## src/rtl/wpr_pkg.sv

```systemverilog
package wpr_pkg;

  // Encoded pin level as delivered by the external voltage detectors.
  typedef enum logic [1:0] {
    LVL_LOW  = 2'd0,
    LVL_HIGH = 2'd1,
    LVL_HV   = 2'd2,
    LVL_RSVD = 2'd3
  } lvl_e;

  // Number of protection groups: one per boot sector, one per aligned run
  // of large slots, plus one for the lone last slot.
  function automatic int grp_count(input int addr_w, input int large_w,
                                   input int boot_w, input int grp_sz);
    return (1 << (large_w - boot_w)) + (1 << (addr_w - large_w)) / grp_sz + 1;
  endfunction

endpackage

```

## src/rtl/wpr_group_map.sv

```systemverilog
module wpr_group_map
  import wpr_pkg::*;
#(
  parameter int ADDR_W  = 21,
  parameter int LARGE_W = 15,
  parameter int BOOT_W  = 12,
  parameter int GRP_SZ  = 4,
  parameter int NGRP    = 25,
  parameter int GW      = 5
) (
  input  logic [ADDR_W-1:BOOT_W] hi_addr,
  input  logic                   top_boot,
  output logic [GW-1:0]          grp
);

  localparam int SLOT_W = ADDR_W - LARGE_W;
  localparam int BSEL_W = LARGE_W - BOOT_W;
  localparam int NBOOT  = 1 << BSEL_W;
  localparam int NSLOT  = 1 << SLOT_W;

  logic [ADDR_W-1:BOOT_W] m_addr;
  logic [SLOT_W-1:0]      slot;
  logic [BSEL_W-1:0]      bsel;
  logic [GW-1:0]          gm;

  // Top-boot is handled by mirroring the address and the group number, so
  // one bottom-boot decoder serves both arrangements.
  always_comb begin
    m_addr = top_boot ? ~hi_addr : hi_addr;
    slot   = m_addr[ADDR_W-1:LARGE_W];
    bsel   = m_addr[LARGE_W-1:BOOT_W];
    if (slot == '0)
      gm = GW'(bsel);
    else if (slot == SLOT_W'(NSLOT - 1))
      gm = GW'(NGRP - 1);
    else
      gm = GW'(NBOOT + int'(slot) / GRP_SZ);
    grp = top_boot ? (GW'(NGRP - 1) - gm) : gm;
  end

endmodule

```

## src/rtl/wpr_prot_eval.sv

```systemverilog
module wpr_prot_eval
  import wpr_pkg::*;
#(
  parameter int NGRP = 25,
  parameter int GW   = 5
) (
  input  logic [GW-1:0]   grp,
  input  logic            top_boot,
  input  logic [NGRP-1:0] stored,
  input  lvl_e            wp,
  input  lvl_e            rl,
  output logic            eff_prot,
  output logic            stored_bit,
  output logic            outer
);

  logic [NGRP-1:0] eff_vec;
  logic [NGRP-1:0] outer_vec;

  // Effective protection is resolved for every group in parallel; the
  // address only steers the final selection.
  for (genvar i = 0; i < NGRP; i++) begin : g_grp
    localparam bit OUT_BOT = (i < 2);
    localparam bit OUT_TOP = (i >= NGRP - 2);
    assign outer_vec[i] = top_boot ? OUT_TOP : OUT_BOT;
    always_comb begin
      if (wp == LVL_HV)
        eff_vec[i] = 1'b0;
      else if (wp == LVL_LOW && outer_vec[i])
        eff_vec[i] = 1'b1;
      else if (rl == LVL_HV)
        eff_vec[i] = 1'b0;
      else
        eff_vec[i] = stored[i];
    end
  end

  assign eff_prot   = eff_vec[grp];
  assign stored_bit = stored[grp];
  assign outer      = outer_vec[grp];

endmodule

```

## src/rtl/sect_prot_resolver.sv

```systemverilog
module sect_prot_resolver
  import wpr_pkg::*;
#(
  parameter  int ADDR_W  = 21,
  parameter  int LARGE_W = 15,
  parameter  int BOOT_W  = 12,
  parameter  int GRP_SZ  = 4,
  localparam int NGRP    = grp_count(ADDR_W, LARGE_W, BOOT_W, GRP_SZ),
  localparam int GW      = $clog2(NGRP)
) (
  input  logic              clk,
  input  logic              rst,
  input  logic [ADDR_W-1:0] addr_i,
  input  logic              top_boot_i,
  input  logic [NGRP-1:0]   grp_prot_i,
  input  logic [1:0]        wp_lvl_i,
  input  logic [1:0]        rst_lvl_i,
  input  logic              req_i,
  output logic [GW-1:0]     grp_o,
  output logic [7:0]        prot_code_o,
  output logic              permit_o,
  output logic              go_o,
  output logic              reject_o,
  output logic              bypass_o
);

  lvl_e          wp_e, rl_e;
  logic [GW-1:0] grp_c;
  logic          eff_c, stored_c, outer_c, up_c;
  logic          unused_lo;

  assign wp_e      = lvl_e'(wp_lvl_i);
  assign rl_e      = lvl_e'(rst_lvl_i);
  assign unused_lo = ^addr_i[BOOT_W-1:0];
  assign up_c      = (rl_e != LVL_LOW);

  wpr_group_map #(
    .ADDR_W(ADDR_W), .LARGE_W(LARGE_W), .BOOT_W(BOOT_W),
    .GRP_SZ(GRP_SZ), .NGRP(NGRP), .GW(GW)
  ) u_map (
    .hi_addr (addr_i[ADDR_W-1:BOOT_W]),
    .top_boot(top_boot_i),
    .grp     (grp_c)
  );

  wpr_prot_eval #(.NGRP(NGRP), .GW(GW)) u_eval (
    .grp       (grp_c),
    .top_boot  (top_boot_i),
    .stored    (grp_prot_i),
    .wp        (wp_e),
    .rl        (rl_e),
    .eff_prot  (eff_c),
    .stored_bit(stored_c),
    .outer     (outer_c)
  );

  always_ff @(posedge clk) begin
    if (rst) begin
      grp_o       <= '0;
      prot_code_o <= '0;
      permit_o    <= 1'b0;
      go_o        <= 1'b0;
      reject_o    <= 1'b0;
      bypass_o    <= 1'b0;
    end else begin
      grp_o       <= grp_c;
      prot_code_o <= {7'd0, stored_c};
      permit_o    <= up_c & ~eff_c;
      go_o        <= req_i & up_c & ~eff_c;
      reject_o    <= req_i & up_c & eff_c;
      bypass_o    <= (wp_e == LVL_HV);
    end
  end

  // start and reject never coincide
  a_r9_excl: assert property (@(posedge clk) disable iff (rst)
    !(go_o && reject_o));

  // no request, no pulse
  a_r9_no_req: assert property (@(posedge clk) disable iff (rst)
    !req_i |=> (!go_o && !reject_o));

  // a start pulse only where the address is writable
  a_r9_go_permit: assert property (@(posedge clk) disable iff (rst)
    go_o |-> permit_o);

  // accelerate level opens every group and forces bypass
  a_r7_accel: assert property (@(posedge clk) disable iff (rst)
    (wp_lvl_i == 2'd2 && rst_lvl_i != 2'd0) |=> (permit_o && bypass_o));

  // outermost boot groups stay locked under a low write-protect level
  a_r5_outer_low: assert property (@(posedge clk) disable iff (rst)
    (wp_lvl_i == 2'd0 && outer_c) |=> !permit_o);

endmodule

```

## config.mk

```make
export PLATFORM = sky130hd
export DESIGN_NAME = sect_prot_resolver
export DESIGN_NICKNAME = d
export VERILOG_FILES = /design/src/rtl/wpr_pkg.sv /design/src/rtl/wpr_group_map.sv /design/src/rtl/wpr_prot_eval.sv /design/src/rtl/sect_prot_resolver.sv
export SDC_FILE = /design/constraint.sdc
export NUM_CORES = 1
export LEC_CHECK = 0
export BUFFER_PORTS_ARGS = -buffer_cell sky130_fd_sc_hd__buf_2
export CAP_MARGIN = 20
export CELL_PAD_IN_SITES_DETAIL_PLACEMENT = 0
export CELL_PAD_IN_SITES_GLOBAL_PLACEMENT = 1
export CORE_ASPECT_RATIO = 2
export CORE_MARGIN = 8
export CORE_UTILIZATION = 26
export DETAILED_ROUTE_END_ITERATION = 8
export GPL_TIMING_DRIVEN = 0
export PLACE_DENSITY_LB_ADDON = 0.1
export SLEW_MARGIN = 20
export SYNTH_ARGS = -nofsm -noshare
export SYNTH_HDL_FRONTEND = slang
export SYNTH_HIERARCHICAL = 1
export SYNTH_SLANG_ARGS = --single-unit
```

## constraint.sdc

```tcl
create_clock -name clk -period 3.3 [get_ports clk]
set_input_delay 0.165 -clock clk [delete_from_list [all_inputs] [get_ports clk]]
set_output_delay 0.165 -clock clk [all_outputs]
set_load 0.005 [all_outputs]
```

==> impl_metrics.json, run 1 <==
{
  "power_uw": 464,
  "status": "completed",
  "cap_violations": 0,
  "grt_start_max_net_pins": 11,
  "cp-end-kind": "register",
  "path_depth": 16,
  "nets": 246,
  "cts_root_buffer": "clkbuf_8",
  "seq_power_share_pct": 28.8,
  "swShare_pct": 30.2,
  "cts_buffer_depth": 2,
  "area_growth_pct": 46.5,
  "comb_power_share_pct": 45.8,
  "syn_inst": 121,
  "hp-class": "input pin to register",
  "relSlewSlack_pct": 61.9,
  "start_util_pct": 27.2,
  "hp-start": "rst",
  "critical_path.max_fanout": 7,
  "post_synth_instance_area_um2": 1040,
  "finalMaxSlewViolations": 0,
  "drive_above_1_share_pct": 52.9,
  "grt_pass1_vias": 1196,
  "top_layer": "met4",
  "ir_drop_uv": 111,
  "multi_input_area_um2": 790,
  "port_buffers": 50,
  "worst_slack_ns": 0.153,
  "die_area_um2": 6430,
  "first_iter_violations": 13,
  "antenna_cells": 0,
  "holdBufCountCts": 0,
  "ff_latch_area_um2": 200,
  "intPower_uw": 324,
  "crit_path_cell_trace": "buf_2 > or4_4 > nor3_4 > a221o_2 > nand2_1 > ha_1 > inv_1 > a21boi_4 > buf_4 > mux2_2 > o221ai_1 > nor2_1 > nand2_1 > a32oi_2 > buf_4 > nor3_2",
  "holdPathStages": 2,
  "ys_warn_count": 6,
  "dr.pass1.iters": 4,
  "rows": 32,
  "die_x_um": 60.8,
  "arrival_ns": 3.30,
  "leakage_uw": 0.000759,
  "critPathLaunchType": "input pin",
  "min_period_over_period_pct": 95.4,
  "core_area_um2": 3840,
  "cts_tree": "built",
  "cts.sinks": 10,
  "wl_met2_mm": 2.07,
  "die_h_um": 106,
  "synth_area_per_cell_um2": 8.63,
  "power_density_nw_per_um2": 303,
  "cts_inserted_buffers": 3,
  "numPlacedInstances": 228,
  "wl_met1_mm": 1.09,
  "worst_pin_slew_ns": 0.565,
  "crit_type": "input pin to register",
  "wl_mm": 3.39,
  "place_ws_ns": -0.596,
  "layout_common_cells": "buf_2, buf_4, nand2_1",
  "power_switching_uw": 140,
  "overflow": 0,
  "drt-wirelength-per-cell_um": 14.1,
  "required_ns": 3.45,
  "instances_no_fill": 240,
  "drc": 0,
  "fmax_mhz": 318,
  "dr_wl_met3_um": 203,
  "fin_crit_ns": 3.15,
  "antenna_found_initial": 0,
  "final_common_cell": "buf_2",
  "drt-vias-per-instance": 4.72,
  "finalSetupViolations": 0,
  "fillers": 435,
  "clkSlewWorstSetupHoldPaths_ns": 0.04,
  "cts-htree-levels": 1,
  "dr_total_vias": 1132,
  "setup_tns_ns": 0,
  "crit_slowest_cell": "or4_4",
  "hold_viol": 0,
  "grt_pass1_wl_mm": 5.20,
  "power.share.clock_pct": 25.4,
  "grt.total_usage_pct": 10.4,
  "hpwl_mm": 2.90,
  "cp_num_buf_inv": 4,
  "postRouteAntennaNets": 0,
  "worstSetupStartpoint": "addr_i[17]",
  "cpLargestDelayFamily": "simple AND/OR/NAND/NOR gates",
  "slowest_delay_ns": 0.56,
  "hold_slack_ns": 0.149,
  "pin_count": 71,
  "globalplace.congestion": 0.799
}
==> power by group through the flow <==
stage	clock network [uW]	logic [uW]	registers, uW
floorplan	0	122	138
global placement	0	187	136
detailed placement	0	189	136
CTS	122	195	134
global route	130	233	135
finish	118	212	134
==> path summary, 6_finish.rpt <==
check                  end  slack (ns)
hold / removal    permit_o        0.15
setup / recovery  permit_o        0.15
==> state kept, by name, summed over array words and instances (netlist names) <==
| signal | flops |
|---|---|
| bypass_o | 1 |
| go_o | 1 |
| grp_o | 5 |
| permit_o | 1 |
| prot_code_o | 1 |
| reject_o | 1 |
==> layout make-up <==
cell class / instances / area share [%]
buffer: 13 / 6.70
clock buffer: 3 / 2.70
inverter: 4 / 0.981
multi-input combinational: 100 / 51.6
sequential: 10 / 13.1
tap: 51 / 4.17
timing repair buffer: 59 / 20.8
==> metrics by stage <==
stage	utilization [%]	cell area [um^2]
after detailed placement	35.9	1380
after global placement	35.9	1380
after CTS	37.5	1440
after floorplan	-	1070
final	39.8	1530
after global routing	39.8	1530
==> routing by layer <==
metal  GRT usage [%]  vias to the layer above
met4            3.53                        0
met1            9.01                      519
met3            2.07                        2
met5               0                        -
li1                -                      576
met2            21.2                       35
==> timing repair <==
action,in CTS,in global routing
setup endpoints to repair,4,4
setup buffers,0,9
pin swaps,0,6
resized for setup,3,6
(Power assumes the default switching activity.)
==> run 2: changes to the inputs <==
--- a/config.mk
+++ b/config.mk
@@ -14,7 +14,7 @@
 export CORE_UTILIZATION = 26
 export DETAILED_ROUTE_END_ITERATION = 8
 export GPL_TIMING_DRIVEN = 0
-export PLACE_DENSITY_LB_ADDON = 0.1
+export PLACE_DENSITY = 0.77
 export SLEW_MARGIN = 20
 export SYNTH_ARGS = -nofsm -noshare
 export SYNTH_HDL_FRONTEND = slang
==> run 2 against run 1 <==
Compared with the run above:
- power grew 1.9%
- critical path depth shrank 1
- hold slack lost 0.021 ns
- global-route usage shrank 1.0 points
- count of clock-buffer cells in the layout grew 1
- first-iteration DRC count grew 140%
- combinational power shrank 9.9%
- final cell count shrank 2.1%
- utilization shrank 1.3 points
- via count shrank 1.8%
- die area is the same
- sequential cell count is the same
- highest routed layer unchanged
==> impl_metrics.json, run 2 (synthesis gave the netlist of run 1 again) <==
{
  "status": "completed",
  "critPathLaunchType": "input pin",
  "dr_total_vias": 1112,
  "pin_count": 71,
  "power_density_nw_per_um2": 319,
  "dr.pass1.iters": 4,
  "core_area_um2": 3840,
  "nets": 240,
  "holdBufCountCts": 0,
  "crit_path_cell_trace": "buf_2 > or4_4 > nor3_4 > a221o_2 > nand2_1 > ha_1 > inv_1 > a21boi_4 > buf_6 > mux2i_1 > o22ai_1 > a31o_2 > nand3b_1 > a32oi_2 > nor4b_2",
  "grt_start_max_net_pins": 11,
  "cts-htree-levels": 1,
  "ir_drop_uv": 175,
  "cts_buffer_depth": 2,
  "cts_root_buffer": "clkbuf_8",
  "antenna_cells": 0,
  "final_common_cell": "buf_2",
  "globalplace.congestion": 0.772,
  "cp_num_buf_inv": 3,
  "leakage_uw": 0.000731,
  "min_period_over_period_pct": 93.2,
  "multi_input_area_um2": 773,
  "cts_inserted_buffers": 3,
  "clkSlewWorstSetupHoldPaths_ns": 0.04,
  "layout_common_cells": "buf_2, nand2_1, buf_4",
  "postRouteAntennaNets": 0,
  "arrival_ns": 3.22,
  "grt.total_usage_pct": 9.42,
  "worst_pin_slew_ns": 0.620,
  "relSlewSlack_pct": 58.2,
  "ff_latch_area_um2": 200,
  "critical_path.max_fanout": 9,
  "largest_register_ffs": 5,
  "fillers": 456,
  "drt-vias-per-instance": 4.73,
  "hold_slack_ns": 0.128,
  "cap_violations": 0,
  "overflow": 0,
  "cts_tree": "built",
  "die_x_um": 60.8,
  "drc": 0,
  "rsz0062_at_grt": "yes",
  "area_growth_pct": 41.8,
  "hp-class": "input pin to register",
  "finalMaxSlewViolations": 0,
  "hpwl_mm": 2.55,
  "required_ns": 3.45,
  "port_buffers": 50,
  "grt_pass1_vias": 1171,
  "cts.sinks": 10,
  "placed_cell_area_um2": 1380,
  "die_h_um": 106,
  "fin_area_um2": 1480,
  "die_area_um2": 6430,
  "fmax_mhz": 325,
  "grt_pass1_wl_mm": 4.85,
  "drive_above_1_share_pct": 49.5,
  "crit_slowest_cell": "or4_4",
  "fin_crit_ns": 3.08,
  "crit_type": "input pin to register",
  "finalSetupViolations": 0,
  "first_iter_violations": 31,
  "hold_viol": 0,
  "wl_mm": 2.99,
  "cpLargestDelayFamily": "simple AND/OR/NAND/NOR gates",
  "drt-wirelength-per-cell_um": 12.7,
  "antenna_found_initial": 0,
  "start_util_pct": 27.2,
  "final_util_pct": 38.5,
  "cp-end-kind": "register",
  "slowest_delay_ns": 0.55,
  "max_flop_register": "grp_o",
  "rows": 32
}
run 2: changes by cell type in the layout (fill, tap and decap cells not counted), sizes merged:
cell    previous run  this run
buf               70        64
clkbuf             5         6
run 2: metrics by stage:
step / total power, uW / worst slack, ns / setup TNS [ns] / cells
2_1_floorplan: 260 / 0.245 / 0 / 127
3_3_place_gp: 320 / -0.365 / -1.23 / 228
6_report: 473 / 0.225 / 0 / 235
3_5_place_dp: 320 / -0.424 / -1.43 / 228
5_1_grt: 511 / -0.0227 / -0.0278 / 235
4_1_cts: 474 / 0.0317 / 0 / 232
run 2: final timing paths:
kind / startpoint / to / slack (ns) / cells after the start
setup / recovery: addr_i[17] / go_o / 0.22 / 15
hold / removal: rst / reject_o / 0.13 / 2
run 2: routing by layer:
layer	global-route usage (%)	up-vias	routed length, um
met3	2.56	8	321
met5	0	-	0
met2	16.5	50	1570
li1	-	562	-
met1	9.27	492	1020
met4	5.38	0	78
run 2: cell type report:
type                    count  share of cell area (%)
flip-flops and latches     10                    13.5
repair buffers             53                    18.4
plain buffers              13                    6.84
multi-input cells         100                    52.2
inverters                   4                    1.01
clock buffers               4                    3.72
well taps                  51                    4.31
run 2: report_power, final:
part	switching, uW	total (uW)	internal (uW)
combinational	90.3	191	100
clock	44.4	149	105
sequential	1.85	134	132
total	137	473	337
run 2: repair_timing:
item,4_1_cts,5_1_grt
resized for setup,1,3
pin swaps,0,2
endpoints found under the setup margin,4,4
buffers inserted,0,3
hold endpoints to repair,0,0
==> run 3: changes to the inputs <==
--- a/config.mk
+++ b/config.mk
@@ -5,7 +5,7 @@
 export SDC_FILE = /design/constraint.sdc
 export NUM_CORES = 1
 export LEC_CHECK = 0
-export BUFFER_PORTS_ARGS = -buffer_cell sky130_fd_sc_hd__buf_2
+export BUFFER_PORTS_ARGS = -buffer_cell sky130_fd_sc_hd__clkbuf_2
 export CAP_MARGIN = 20
 export CELL_PAD_IN_SITES_DETAIL_PLACEMENT = 0
 export CELL_PAD_IN_SITES_GLOBAL_PLACEMENT = 1
==> run 3 against run 2 <==
Compared with the run above:
- die area unchanged
- global-route usage about the same
- wire length up 1.2%
- critical path type unchanged
- critical endpoint unchanged
- largest cell class unchanged
- largest power group unchanged
==> impl_metrics.json, run 3 (synthesis gave the netlist of run 1 again) <==
{
  "nets": 242,
  "postRouteAntennaNets": 0,
  "hp-start": "rst",
  "min_period_over_period_pct": 91.9,
  "placed_cell_area_um2": 1380,
  "max_flop_register": "grp_o",
  "rsz0062_at_grt": "no",
  "power_uw": 475,
  "holdBufCountCts": 0,
  "antenna_found_initial": 0,
  "worst_pin_slew_ns": 0.548,
  "numPlacedInstances": 228,
  "grt_pass1_wl_mm": 4.82,
  "arrival_ns": 3.18,
  "largest_register_ffs": 5,
  "required_ns": 3.45,
  "first_iter_violations": 15,
  "cts_inserted_buffers": 3,
  "dr_total_vias": 1110,
  "cts_root_buffer": "clkbuf_8",
  "drt-wirelength-per-cell_um": 12.8,
  "cts_buffer_depth": 2,
  "dr.pass1.iters": 4,
  "crit_type": "input pin to register",
  "relSlewSlack_pct": 63.1,
  "fmax_mhz": 330,
  "globalplace.congestion": 0.775,
  "hp-class": "input pin to register",
  "cts-htree-levels": 1,
  "fin_area_um2": 1490,
  "overflow": 0,
  "finalMaxSlewViolations": 0,
  "antenna_cells": 0,
  "leakage_uw": 0.000743,
  "area_growth_pct": 42.5,
  "grt.total_usage_pct": 9.47,
  "drive_above_1_share_pct": 49.5,
  "cts_tree": "built",
  "hold_viol": 0,
  "cp-end-kind": "register",
  "layout_common_cells": "clkbuf_2, buf_4, nand2_1",
  "hpwl_mm": 2.59,
  "finalSetupViolations": 0,
  "grt_pass1_vias": 1157,
  "drc": 0,
  "crit_end": "go_o",
  "start_util_pct": 27.2,
  "clkSlewWorstSetupHoldPaths_ns": 0.04,
  "die_x_um": 60.8,
  "power_density_nw_per_um2": 319,
  "grt_start_max_net_pins": 11,
  "drt-vias-per-instance": 4.68,
  "die_area_um2": 6430,
  "wl_mm": 3.03,
  "pin_count": 71,
  "core_area_um2": 3840,
  "worstSetupStartpoint": "addr_i[17]",
  "critPathLaunchType": "input pin",
  "cts.sinks": 10,
  "ir_drop_uv": 184,
  "critical_path.max_fanout": 9,
  "rows": 32,
  "cap_violations": 0,
  "die_h_um": 106,
  "status": "completed",
  "fin_crit_ns": 3.03,
  "final_common_cell": "clkbuf_2",
  "port_buffers": 50,
  "instances_no_fill": 237
}
[run 3: cell count changes in the layout (fill, tap and decap cells not counted), sizes merged]
| cell | delta |
|---|---|
| buf | -48 |
| clkbuf | +50 |
[run 3: repair_timing]
action	CTS	global route
pin swaps	0	2
gates resized for setup	1	2
setup buffers	0	5
endpoints found under the setup margin	4	4
[run 3: worst min path at each step]
stage                     to  slack [ns]  depth (start not counted)
floorplan           bypass_o        0.24                          1
global placement    reject_o        0.38                          2
detailed placement  permit_o        0.38                          2
CTS                 permit_o        0.13                          2
global route            go_o        0.14                          2
finish              reject_o        0.14                          2
[run 3: area by class of cell]
type	instances	area [um^2]
Fill cell	429	2350
Inverter	4	15.0
Timing Repair Buffer	55	288
Tap cell	51	63.8
Multi-Input combinational cell	100	766
Sequential cell	10	200
Clock buffer	4	55.1
Buffer	13	101
[run 3: stage by stage]
| stage | hold slack, ns | util [%] | setup slack (ns) | TNS (ns) |
|---|---|---|---|---|
| after floorplan | 0.241 | - | 0.245 | 0 |
| after global placement | 0.378 | 35.9 | -0.366 | -1.24 |
| after detailed placement | 0.381 | 35.9 | -0.407 | -1.36 |
| after CTS | 0.131 | 37.5 | 0.0368 | 0 |
| after global routing | 0.142 | 38.7 | 0.00802 | 0 |
| final | 0.136 | 38.7 | 0.266 | 0 |
[run 3: metal layers]
metal | vias up | global-route usage (%) | routed length, um
li1 | 567 | - | -
met3 | 5 | 1.95 | 254
met2 | 42 | 17.7 | 1620
met4 | 0 | 4.54 | 48
met5 | - | 0 | 0
met1 | 496 | 9.05 | 1100
[run 3: worst max-delay path, stage by stage]
cell      delay (ns)
clkbuf_2        0.11
or4_4           0.55
nor3_4          0.29
a221o_2         0.22
nand2_1         0.06
ha_1            0.27
inv_1           0.06
a21boi_4        0.19
buf_6           0.18
mux2i_1         0.22
o22ai_1         0.12
a31o_2          0.22
nand3b_1        0.08
a32oi_1         0.15
nor4b_2         0.29
[run 3: where the power goes]
part / total, uW / internal (uW) / switching, uW
Sequential: 134 / 132 / 2.20
Combinational: 193 / 102 / 90.6
Clock: 148 / 104 / 44.0
Total: 475 / 339 / 137
